`src/rtl/bl_pkg.sv`:
```
package bl_pkg;
    typedef enum logic [1:0] {LAW_LIN = 2'b00, LAW_SQR = 2'b01, LAW_CUB = 2'b10, LAW_RSV = 2'b11} bl_law_e;
    typedef enum logic {ST_IDLE = 1'b0, ST_FADE = 1'b1} bl_state_e;

    localparam logic [7:0] A_AUTO   = 8'h01;
    localparam logic [7:0] A_LEVEL  = 8'h04;
    localparam logic [7:0] A_DUR    = 8'h05;
    localparam logic [7:0] A_SHAPE  = 8'h06;
    localparam logic [7:0] A_BRIGHT = 8'h09;
    localparam int         N_BRIGHT = 6;
endpackage

```
`src/rtl/bl_level_regs.sv`:
```
module bl_level_regs
    import bl_pkg::*;
#(
    parameter int CODE_W = 7
) (
    input  logic              clk,
    input  logic              rst_n,
    input  logic              wr_en,
    input  logic [7:0]        wr_addr,
    input  logic [7:0]        wr_data,
    input  logic              amb_bright,
    input  logic              amb_dusk,
    input  logic              dim_req,
    output logic [CODE_W-1:0] tgt,
    output logic [3:0]        up_sel,
    output logic [3:0]        down_sel,
    output bl_law_e           law,
    output logic              ovr
);
    logic [CODE_W-1:0] bright_q [N_BRIGHT];
    logic              auto_q;
    logic [1:0]        man_q;
    logic [1:0]        raw_lvl;
    logic [1:0]        eff_lvl;

    always_ff @(posedge clk or negedge rst_n) begin
        if (!rst_n) begin
            auto_q   <= 1'b0;
            man_q    <= 2'b00;
            up_sel   <= 4'd0;
            down_sel <= 4'd0;
            law      <= LAW_LIN;
            ovr      <= 1'b0;
            for (int i = 0; i < N_BRIGHT; i++) bright_q[i] <= '0;
        end else if (wr_en) begin
            unique case (wr_addr)
                A_AUTO:  auto_q <= wr_data[0];
                A_LEVEL: man_q  <= wr_data[1:0];
                A_DUR: begin
                    up_sel   <= wr_data[3:0];
                    down_sel <= wr_data[7:4];
                end
                A_SHAPE: begin
                    law <= bl_law_e'(wr_data[1:0]);
                    ovr <= wr_data[2];
                end
                default: begin
                    for (int i = 0; i < N_BRIGHT; i++)
                        if (wr_addr == A_BRIGHT + 8'(i)) bright_q[i] <= wr_data[CODE_W-1:0];
                end
            endcase
        end
    end

    always_comb begin
        if (auto_q) raw_lvl = amb_bright ? 2'b00 : (amb_dusk ? 2'b01 : 2'b10);
        else        raw_lvl = man_q;
        eff_lvl = (raw_lvl == 2'b11) ? 2'b10 : raw_lvl;
        tgt     = bright_q[{eff_lvl, dim_req}];
    end


    max_write_chk: assert property (@(posedge clk) disable iff (!rst_n)
        (wr_en && wr_addr == A_BRIGHT && !auto_q && man_q == 2'b00)
        |=> (dim_req || tgt == $past(wr_data[CODE_W-1:0])));
endmodule

```
`src/rtl/bl_fade_curve.sv`:
```
module bl_fade_curve
    import bl_pkg::*;
#(
    parameter int CODE_W = 7,
    parameter int EL_W   = 13,
    parameter int FRAC_W = 10
) (
    input  logic [CODE_W-1:0] start_code,
    input  logic [CODE_W-1:0] end_code,
    input  logic [EL_W-1:0]   k,
    input  logic [EL_W-1:0]   total,
    input  bl_law_e           law,
    output logic [CODE_W-1:0] code
);
    localparam int PW = FRAC_W + 1;
    localparam int NW = EL_W + FRAC_W;
    localparam int SW = 3 * PW + CODE_W;
    localparam logic [NW-1:0] ONE = NW'(1) << FRAC_W;

    logic [NW-1:0]     num, den, quo;
    logic [SW-1:0]     p, shape, prod;
    logic [CODE_W-1:0] mag, step;
    logic              up;

    always_comb begin
        num   = {k, {FRAC_W{1'b0}}};
        den   = NW'(total);
        quo   = num / den;
        p     = (quo > ONE) ? SW'(ONE) : SW'(quo);
        unique case (law)
            LAW_SQR: shape = (p * p) >> FRAC_W;
            LAW_CUB: shape = (p * p * p) >> (2 * FRAC_W);
            default: shape = p;
        endcase
        up    = end_code >= start_code;
        mag   = up ? end_code - start_code : start_code - end_code;
        prod  = (SW'(mag) * shape) >> FRAC_W;
        step  = (prod > SW'(mag)) ? mag : prod[CODE_W-1:0];
        code  = up ? start_code + step : start_code - step;
    end
endmodule

```
`src/rtl/bl_fade_fsm.sv`:
```
module bl_fade_fsm
    import bl_pkg::*;
#(
    parameter int CODE_W   = 7,
    parameter int FRAC_W   = 10,
    parameter int DUR_BASE = 100,
    parameter int DUR_STEP = 360
) (
    input  logic              clk,
    input  logic              rst_n,
    input  logic              tick,
    input  logic [CODE_W-1:0] tgt,
    input  logic [3:0]        up_sel,
    input  logic [3:0]        down_sel,
    input  bl_law_e           law,
    input  logic              ovr,
    output logic [CODE_W-1:0] code_q
);
    localparam int DUR_MAX = DUR_BASE + 15 * DUR_STEP;
    localparam int EL_W    = $clog2(DUR_MAX + 1);

    bl_state_e         st_q, st_d;
    logic [CODE_W-1:0] start_q, end_q, curve_code;
    logic [EL_W-1:0]   el_q, total_q, nxt_el, new_total;

    function automatic logic [EL_W-1:0] dur_of(input logic [3:0] s);
        return EL_W'(DUR_BASE) + EL_W'(DUR_STEP) * EL_W'(s);
    endfunction

    assign nxt_el    = el_q + 1'b1;
    assign new_total = dur_of((tgt > code_q) ? up_sel : down_sel);

    bl_fade_curve #(.CODE_W(CODE_W), .EL_W(EL_W), .FRAC_W(FRAC_W)) u_curve (
        .start_code (start_q),
        .end_code   (end_q),
        .k          (nxt_el),
        .total      (total_q),
        .law        (law),
        .code       (curve_code)
    );

    always_comb begin
        st_d = st_q;
        unique case (st_q)
            ST_IDLE: if (tgt != code_q && !ovr) st_d = ST_FADE;
            ST_FADE: begin
                if (ovr)                              st_d = ST_IDLE;
                else if (tgt != end_q)                st_d = ST_FADE;
                else if (tick && nxt_el >= total_q)   st_d = ST_IDLE;
            end
        endcase
    end

    always_ff @(posedge clk or negedge rst_n) begin
        if (!rst_n) st_q <= ST_IDLE;
        else        st_q <= st_d;
    end

    always_ff @(posedge clk or negedge rst_n) begin
        if (!rst_n) begin
            code_q  <= '0;
            start_q <= '0;
            end_q   <= '0;
            el_q    <= '0;
            total_q <= EL_W'(DUR_BASE);
        end else if (ovr) begin
            code_q <= tgt;
            end_q  <= tgt;
        end else if ((st_q == ST_IDLE && tgt != code_q) || (st_q == ST_FADE && tgt != end_q)) begin
            start_q <= code_q;
            end_q   <= tgt;
            el_q    <= '0;
            total_q <= new_total;
        end else if (st_q == ST_FADE && tick) begin
            el_q   <= nxt_el;
            code_q <= (nxt_el >= total_q) ? end_q : curve_code;
        end
    end


    override_jump_chk: assert property (@(posedge clk) disable iff (!rst_n)
        (ovr && tgt != code_q) |=> (code_q == $past(tgt)));


    fade_range_chk: assert property (@(posedge clk) disable iff (!rst_n)
        (st_q == ST_FADE) |-> ((start_q <= end_q) ? (code_q >= start_q && code_q <= end_q)
                                                 : (code_q <= start_q && code_q >= end_q)));


    fade_monotonic_chk: assert property (@(posedge clk) disable iff (!rst_n)
        (st_q == ST_FADE && tgt == end_q && !ovr)
        |=> ($past(end_q >= start_q) ? (code_q >= $past(code_q)) : (code_q <= $past(code_q))));


    restart_hold_chk: assert property (@(posedge clk) disable iff (!rst_n)
        (st_q == ST_FADE && tgt != end_q && !ovr) |=> (start_q == $past(code_q) && $stable(code_q)));
endmodule

```
`src/rtl/bl_level_fader.sv`:
```
module bl_level_fader
    import bl_pkg::*;
#(
    parameter int CODE_W   = 7,
    parameter int FRAC_W   = 10,
    parameter int DUR_BASE = 100,
    parameter int DUR_STEP = 360
) (
    input  logic              clk,
    input  logic              rst_n,
    input  logic              wr_en,
    input  logic [7:0]        wr_addr,
    input  logic [7:0]        wr_data,
    input  logic              amb_bright,
    input  logic              amb_dusk,
    input  logic              dim_req,
    input  logic              ms_tick,
    output logic [CODE_W-1:0] led_code
);
    logic [CODE_W-1:0] tgt;
    logic [3:0]        up_sel, down_sel;
    bl_law_e           law;
    logic              ovr;

    bl_level_regs #(.CODE_W(CODE_W)) u_regs (
        .clk        (clk),
        .rst_n      (rst_n),
        .wr_en      (wr_en),
        .wr_addr    (wr_addr),
        .wr_data    (wr_data),
        .amb_bright (amb_bright),
        .amb_dusk   (amb_dusk),
        .dim_req    (dim_req),
        .tgt        (tgt),
        .up_sel     (up_sel),
        .down_sel   (down_sel),
        .law        (law),
        .ovr        (ovr)
    );

    bl_fade_fsm #(.CODE_W(CODE_W), .FRAC_W(FRAC_W), .DUR_BASE(DUR_BASE), .DUR_STEP(DUR_STEP)) u_fsm (
        .clk      (clk),
        .rst_n    (rst_n),
        .tick     (ms_tick),
        .tgt      (tgt),
        .up_sel   (up_sel),
        .down_sel (down_sel),
        .law      (law),
        .ovr      (ovr),
        .code_q   (led_code)
    );
endmodule

```
`config.mk`:
```
export PLATFORM = sky130hd
export DESIGN_NAME = bl_level_fader
export DESIGN_NICKNAME = d
export VERILOG_FILES = /design/src/rtl/bl_pkg.sv /design/src/rtl/bl_level_regs.sv /design/src/rtl/bl_fade_curve.sv /design/src/rtl/bl_fade_fsm.sv /design/src/rtl/bl_level_fader.sv
export SDC_FILE = /design/constraint.sdc
export NUM_CORES = 1
export LEC_CHECK = 0
export BUFFER_PORTS_ARGS = -buffer_cell sky130_fd_sc_hd__buf_2
export CAP_MARGIN = 25
export CORE_MARGIN = 3
export CORE_UTILIZATION = 45
export DETAILED_ROUTE_END_ITERATION = 8
export PLACE_DENSITY = 0.66
export SKIP_CTS_REPAIR_TIMING = 1
export SLEW_MARGIN = 20
export SYNTH_ARGS = -nofsm -noshare
export SYNTH_HDL_FRONTEND = slang
export SYNTH_HIERARCHICAL = 1
export SYNTH_SLANG_ARGS = --single-unit
```
`constraint.sdc`:
```
create_clock -name clk -period 116.5 [get_ports clk]
set_clock_uncertainty 0.05 [all_clocks]
set_input_delay 17.475 -clock clk [delete_from_list [all_inputs] [get_ports clk]]
set_output_delay 17.475 -clock clk [all_outputs]
set_load 0.03 [all_outputs]
```
==> flow_metrics.py, run 1 <==
metrics = {
    "drt": {
        "wl_met2_um": 66900,
        "top_layer_used": "met4",
        "wl_met3_um": 7450,
        "viasPerCell": 5.26,
        "ant_nets": 0,
        "first_pass_iters": 5,
        "drt-wirelength-per-cell_um": 16.6,
        "finalWirelength_um": 140000,
        "dr_total_vias": 44400,
        "wl_met1_um": 62400,
        "drtIter0Drc": 2825,
        "drc": 0,
    },
    "synthesis": {
        "synth_edf_count": 0,
        "yosys_most_used_dff": "dfrtp_1",
        "syn_area_per_cell_um2": 8.84,
        "ys_seq_elements": 101,
        "ys_warn_count": 6,
        "ys_types": 117,
        "synth.top_cell.area_share_pct": 38.0,
        "synth.cell_area_um2": 55400,
        "synth.area.top_cells": "fa_1, ha_1, inv_1, dfrtp_1, nand2_1",
        "synth_cells": 6267,
        "async_reset_ff_share_pct": 100,
        "yosysTopAreaCell": "fa_1",
        "seq_area_frac_synth_pct": 4.57,
    },
    "cts": {
        "cts_root_buf": "clkbuf_16",
        "cts_buffer_depth": 2,
        "clock_latency_ns": 0.36,
        "htree_levels": 3,
        "cts_tree": "built",
        "cts_inserted_buffers": 9,
        "clkTransAtPathRegs_ns": 0.07,
        "clock-sinks": 101,
    },
    "final_layout": {
        "finalInstanceArea_um2": 60000,
        "nets": 8463,
        "area_delta_synth_final_pct": 8.35,
        "drive_gt1_share_pct": 5.01,
        "multi_input_area_um2": 50100,
        "final_cell_count_no_fill": 8449,
        "antenna_cells": 0,
        "final-seq-area_um2": 2530,
        "n_fill_cell": 11800,
        "final_common_cell": "inv_1",
        "layout_common_cells": "inv_1, fa_1, nand2_1, conb_1, ha_1",
    },
    "setup_path": {
        "crit_start": "u_fsm/el_q[0]$_DFFE_PN0P_",
        "critical_path_depth": 327,
        "reg2reg_to": "u_fsm/code_q[6]$_DFFE_PN0P_",
        "cp_common_cell": "ha_1",
        "cpPeakStageDelay_ns": 0.90,
        "cpLargestDelayFamily": "compound AO/OA/AOI/OAI gates",
        "r2r_slack_ns": 36.42,
        "crit_buf_inv": 28,
        "arrival_ns": 80.31,
        "cp-endpoint": "u_fsm/code_q[6]$_DFFE_PN0P_",
        "startpoint_type": "flop",
        "end_kind": "flop",
        "r2r_start": "u_fsm/el_q[0]$_DFFE_PN0P_",
        "slowest_stage": "or4_1",
        "cp_max_fo": 35,
        "critPathKind": "flop to flop",
        "critPathRequiredTime_ns": 116.72,
        "rr_worst_depth": 327,
    },
    "placement": {
        "dp_hpwl_um": 118000,
        "portBuffers": 29,
        "place.gp.congestion": 0.931,
        "dpl_cell_area_um2": 59700,
        "dp_cells": 8431,
    },
    "sta": {
        "fmax_ghz": 0.0125,
        "finalSetupViolations": 0,
        "drv_slew": 0,
        "worst_slew_pin_slew_ns": 1.10,
        "hold_viol_final": 0,
        "relSlewSlack_pct": 26.8,
        "finalCriticalPeriod_ns": 80.08,
        "finalSetupTns_ns": 0,
        "grt_setup_unrepaired": "no",
        "finalCritPeriodShare_pct": 68.7,
        "whs_ns": 0.451,
    },
    "global_route": {
        "grt_max_degree": 64,
        "antenna_found_initial": 0,
        "track_usage_pct": 22.7,
        "grt.overflow.total": 0,
        "grt_pass1_wl_um": 237000,
        "grt_pass1_vias": 46200,
    },
    "floorplanning": {
        "die_area_um2": 127000,
        "core_um2": 122000,
        "ios": 30,
        "die_x_um": 357,
        "start_util_pct": 45.4,
        "die_y_um": 357,
        "rows": 128,
    },
    "flow_run": {
        "drv_cap": 0,
    },
    "min_path": {
        "hold_class": "flop to flop",
    },
    "outcome": {
        "outcome": "finished clean",
    },
}
cell families (layout without fill, tap and decap cells):
family,after synthesis,in the layout,synth area share (%)
buf+inv,1367,1307,9.38
fa+ha+maj,1622,1622,50.9
mux,161,161,3.25
flops,101,101,4.57
other cells,4,621,0.0271
xor+xnor,269,269,4.25
compound gates,1143,1143,14.1
simple gates,1600,1600,13.6
metrics by stage:
| stage | setup slack (ns) | utilization [%] |
|---|---|---|
| 3_3_place_gp | 38.75 | 48.9 |
| 3_5_place_dp | 37.28 | 48.9 |
| 4_1_cts | 36.93 | 49.2 |
| 5_1_grt | 29.74 | 49.2 |
| 2_1_floorplan | 46.03 | - |
| 6_report | 36.42 | 49.2 |
per-layer routing:
layer,global-route usage (%),up-vias
met5,0,-
met3,2.31,196
met1,31.6,22100
li1,-,20900
met2,38.5,1226
met4,4.93,0
cell type report:
cell class | count | share of cell area, %
Clock buffer | 12 | 0.411
Clock inverter | 4 | 0.0521
Inverter | 1197 | 7.49
Multi-Input combinational cell | 5416 | 83.4
Sequential cell | 101 | 4.21
Tap cell | 1625 | 3.39
Timing Repair Buffer | 94 | 1.05
tightest hold or removal path: stages (launching register included):
cell,delay (ns)
dfrtp_1,0.35
nand2_1,0.05
o21ai_0,0.07
sequential cells by signal, indices dropped and copies added (netlist names):
signal,count
u_regs/bright_q,42
u_fsm/el_q,13
u_fsm/total_q,10
u_fsm/code_q,7
u_fsm/end_q,7
u_fsm/start_q,7
u_regs/down_sel,4
u_regs/up_sel,4
u_regs/law,2
u_regs/man_q,2
u_fsm/st_q,1
u_regs/auto_q,1
u_regs/ovr,1
how the worst min path moves through the flow:
stage	from	endpoint	slack [ns]	cells after the start
after CTS	u_fsm/el_q[12]$_DFFE_PN0P_	u_fsm/el_q[12]$_DFFE_PN0P_	0.45	1
final	u_fsm/start_q[6]$_DFFE_PN0P_	u_fsm/start_q[6]$_DFFE_PN0P_	0.45	2
after detailed placement	u_fsm/start_q[6]$_DFFE_PN0P_	u_fsm/start_q[6]$_DFFE_PN0P_	0.44	2
after global routing	u_regs/bright_q[30]$_DFFE_PN0P_	u_regs/bright_q[30]$_DFFE_PN0P_	0.47	1
after global placement	u_fsm/start_q[6]$_DFFE_PN0P_	u_fsm/start_q[6]$_DFFE_PN0P_	0.43	2
after floorplan	u_fsm/start_q[6]$_DFFE_PN0P_	u_fsm/start_q[6]$_DFFE_PN0P_	0.40	2
cell usage after synthesis (62+ instances only):
library cell,instances
xor2_1,79
inv_1,1194
and2_1,62
a21o_1,129
mux2_2,111
xnor2_1,190
o21a_1,84
nand2_1,630
dfrtp_1,99
clkbuf_1,127
o21ai_0,174
nand3_1,71
nor2_1,411
fa_1,1052
nor3_1,77
a21oi_1,259
ha_1,569
Power of run 1 is not shown: default switching activity piles up to over one toggle a cycle in this logic, so the estimate is an artifact.
==> inputs of run 2 (changes only) <==
PLACE_DENSITY = 0.68   (was 0.66)
clock period = 65.6 ns   (was 116.5 ns; I/O delays follow)
==> run 2 against run 1 <==
Net effect:
- flip-flop and latch count unchanged
- die area is the same
- via count is 4.0% higher
- final cell count grew 3.6%
- clock-buffer cell count decreased by 3
==> flow_metrics.py, run 2 (same netlist as run 1, synthesis figures left out) <==
metrics = {
    "placement": {
        "dp_hpwl_um": 119000,
        "place.gp.congestion": 0.960,
        "dpl_cell_area_um2": 61500,
        "portBuffers": 29,
        "dp_cells": 8630,
    },
    "final_layout": {
        "nets": 8769,
        "drive_gt1_share_pct": 13.4,
        "final_cell_count_no_fill": 8756,
        "largest_reg_flops": 42,
        "finalInstanceArea_um2": 64700,
        "area_delta_synth_final_pct": 16.8,
        "reg_top3": "u_regs/bright_q: 42 flops, u_fsm/el_q: 13 flops, u_fsm/total_q: 10 flops",
        "regMostFlops": "u_regs/bright_q",
        "layout_common_cells": "inv_1, fa_1, conb_1, nand2_1, ha_1",
        "final_common_cell": "inv_1",
    },
    "setup_path": {
        "cp_common_cell": "a21o_1",
        "cp_max_fo": 11,
        "cpPeakStageDelay_ns": 0.56,
        "startpoint_type": "flop",
        "critPathRequiredTime_ns": 65.82,
        "slowest_stage": "fa_2",
        "rr_worst_depth": 313,
        "arrival_ns": 63.36,
        "end_kind": "flop",
        "r2r_slack_ns": 2.46,
        "reg2reg_to": "u_fsm/code_q[6]$_DFFE_PN0P_",
        "r2r_start": "u_fsm/el_q[5]$_DFFE_PN0P_",
        "critPathKind": "flop to flop",
    },
    "cts": {
        "cts_tree": "built",
        "clkTransAtPathRegs_ns": 0.08,
        "clock_latency_ns": 0.36,
        "cts_root_buf": "clkbuf_16",
        "clock-sinks": 101,
        "htree_levels": 3,
        "cts_inserted_buffers": 9,
        "cts_buffer_depth": 2,
    },
    "floorplanning": {
        "start_util_pct": 45.4,
        "die_y_um": 357,
        "die_area_um2": 127000,
        "rows": 128,
        "die_x_um": 357,
        "ios": 30,
        "core_um2": 122000,
    },
    "min_path": {
        "min_to": "u_fsm/start_q[6]$_DFFE_PN0P_",
        "hold_class": "flop to flop",
        "hold_start": "u_fsm/start_q[6]$_DFFE_PN0P_",
        "hold_depth": 2,
    },
    "sta": {
        "hold_viol_final": 0,
        "finalSetupViolations": 0,
        "finalCriticalPeriod_ns": 63.14,
        "finalCritPeriodShare_pct": 96.2,
        "fmax_ghz": 0.0158,
        "drv_slew": 0,
        "worst_slew_pin_slew_ns": 1.05,
        "relSlewSlack_pct": 29.3,
    },
    "global_route": {
        "antenna_found_initial": 1,
        "busiest_layer": "met2",
        "grt.overflow.total": 0,
        "met2_usage_pct": 38.4,
        "track_usage_pct": 22.8,
        "grt_pass1_wl_um": 238000,
        "grt_pass1_vias": 46900,
        "grt_max_degree": 75,
        "grtUsageMet3_pct": 1.79,
        "use_met1_pct": 32.5,
    },
    "outcome": {
        "outcome": "finished clean",
    },
    "flow_run": {
        "drv_cap": 0,
    },
    "drt": {
        "first_pass_iters": 5,
        "viasPerCell": 5.28,
        "drt-wirelength-per-cell_um": 16.7,
        "ant_nets": 0,
        "dr_total_vias": 46200,
        "drtIter0Drc": 3055,
        "finalWirelength_um": 146000,
        "drc": 0,
    },
}
## run 2: changes by cell type in the layout (fill, tap and decap cells not counted), moves of 25 or more
| cell | change |
|---|---|
| a21oi_1 | -62 |
| a21oi_2 | +59 |
| ha_4 | +30 |
| ha_1 | -44 |
| nor2_1 | -25 |
| o21ai_0 | -31 |
| buf_4 | +280 |
## run 2: per-stage QoR
step	worst slack (ns)	util [%]	setup TNS [ns]	hold slack (ns)
6_report	2.46	53.0	0	0.439
5_1_grt	-0.844	53.0	-2.02	0.459
3_5_place_dp	-1.60	50.4	-6.13	0.423
3_3_place_gp	-0.622	50.4	-1.02	0.426
2_1_floorplan	0.0558	-	0	0.400
4_1_cts	-1.97	50.6	-8.68	0.442
## run 2: critical path: cells and delay by family (launching register included)
kind / cells / cell delay, ns
muxes: 9 / 3.05
DFF: 1 / 0.41
adders and majority gates: 45 / 16.29
buffers and inverters: 26 / 2.84
xor gates and xnor gates: 7 / 1.24
and+or+nand+nor: 77 / 12.50
AOI/OAI and AO/OA: 149 / 26.57
## run 2: final cells by class
type / count / area, µm²
Tap cell: 1625 / 2030
Inverter: 1197 / 4500
Antenna cell: 1 / 2.50
Multi-Input combinational cell: 5418 / 52200
Clock inverter: 7 / 91.3
Clock buffer: 9 / 225
Fill cell: 11200 / 57300
Sequential cell: 101 / 2530
Timing Repair Buffer: 398 / 3130
## run 2: metal layers
layer  vias up  share of wire [%]
li1      21600                  -
met1     23000                 44
met2      1439                 48
met3       228                6.0
met4         0                2.7
met5         -                  0
## run 2: how the worst max path moves through the flow
| stage | start | to | depth (start not counted) |
|---|---|---|---|
| after floorplan | u_fsm/el_q[0]$_DFFE_PN0P_ | u_fsm/code_q[6]$_DFFE_PN0P_ | 337 |
| after global placement | u_fsm/el_q[0]$_DFFE_PN0P_ | u_fsm/code_q[6]$_DFFE_PN0P_ | 315 |
| after detailed placement | u_fsm/el_q[0]$_DFFE_PN0P_ | u_fsm/code_q[6]$_DFFE_PN0P_ | 314 |
| after CTS | u_fsm/el_q[0]$_DFFE_PN0P_ | u_fsm/code_q[6]$_DFFE_PN0P_ | 314 |
| after global routing | u_fsm/el_q[0]$_DFFE_PN0P_ | u_fsm/code_q[6]$_DFFE_PN0P_ | 328 |
| final | u_fsm/el_q[5]$_DFFE_PN0P_ | u_fsm/code_q[6]$_DFFE_PN0P_ | 313 |
Power of run 2 is left out for the same reason.
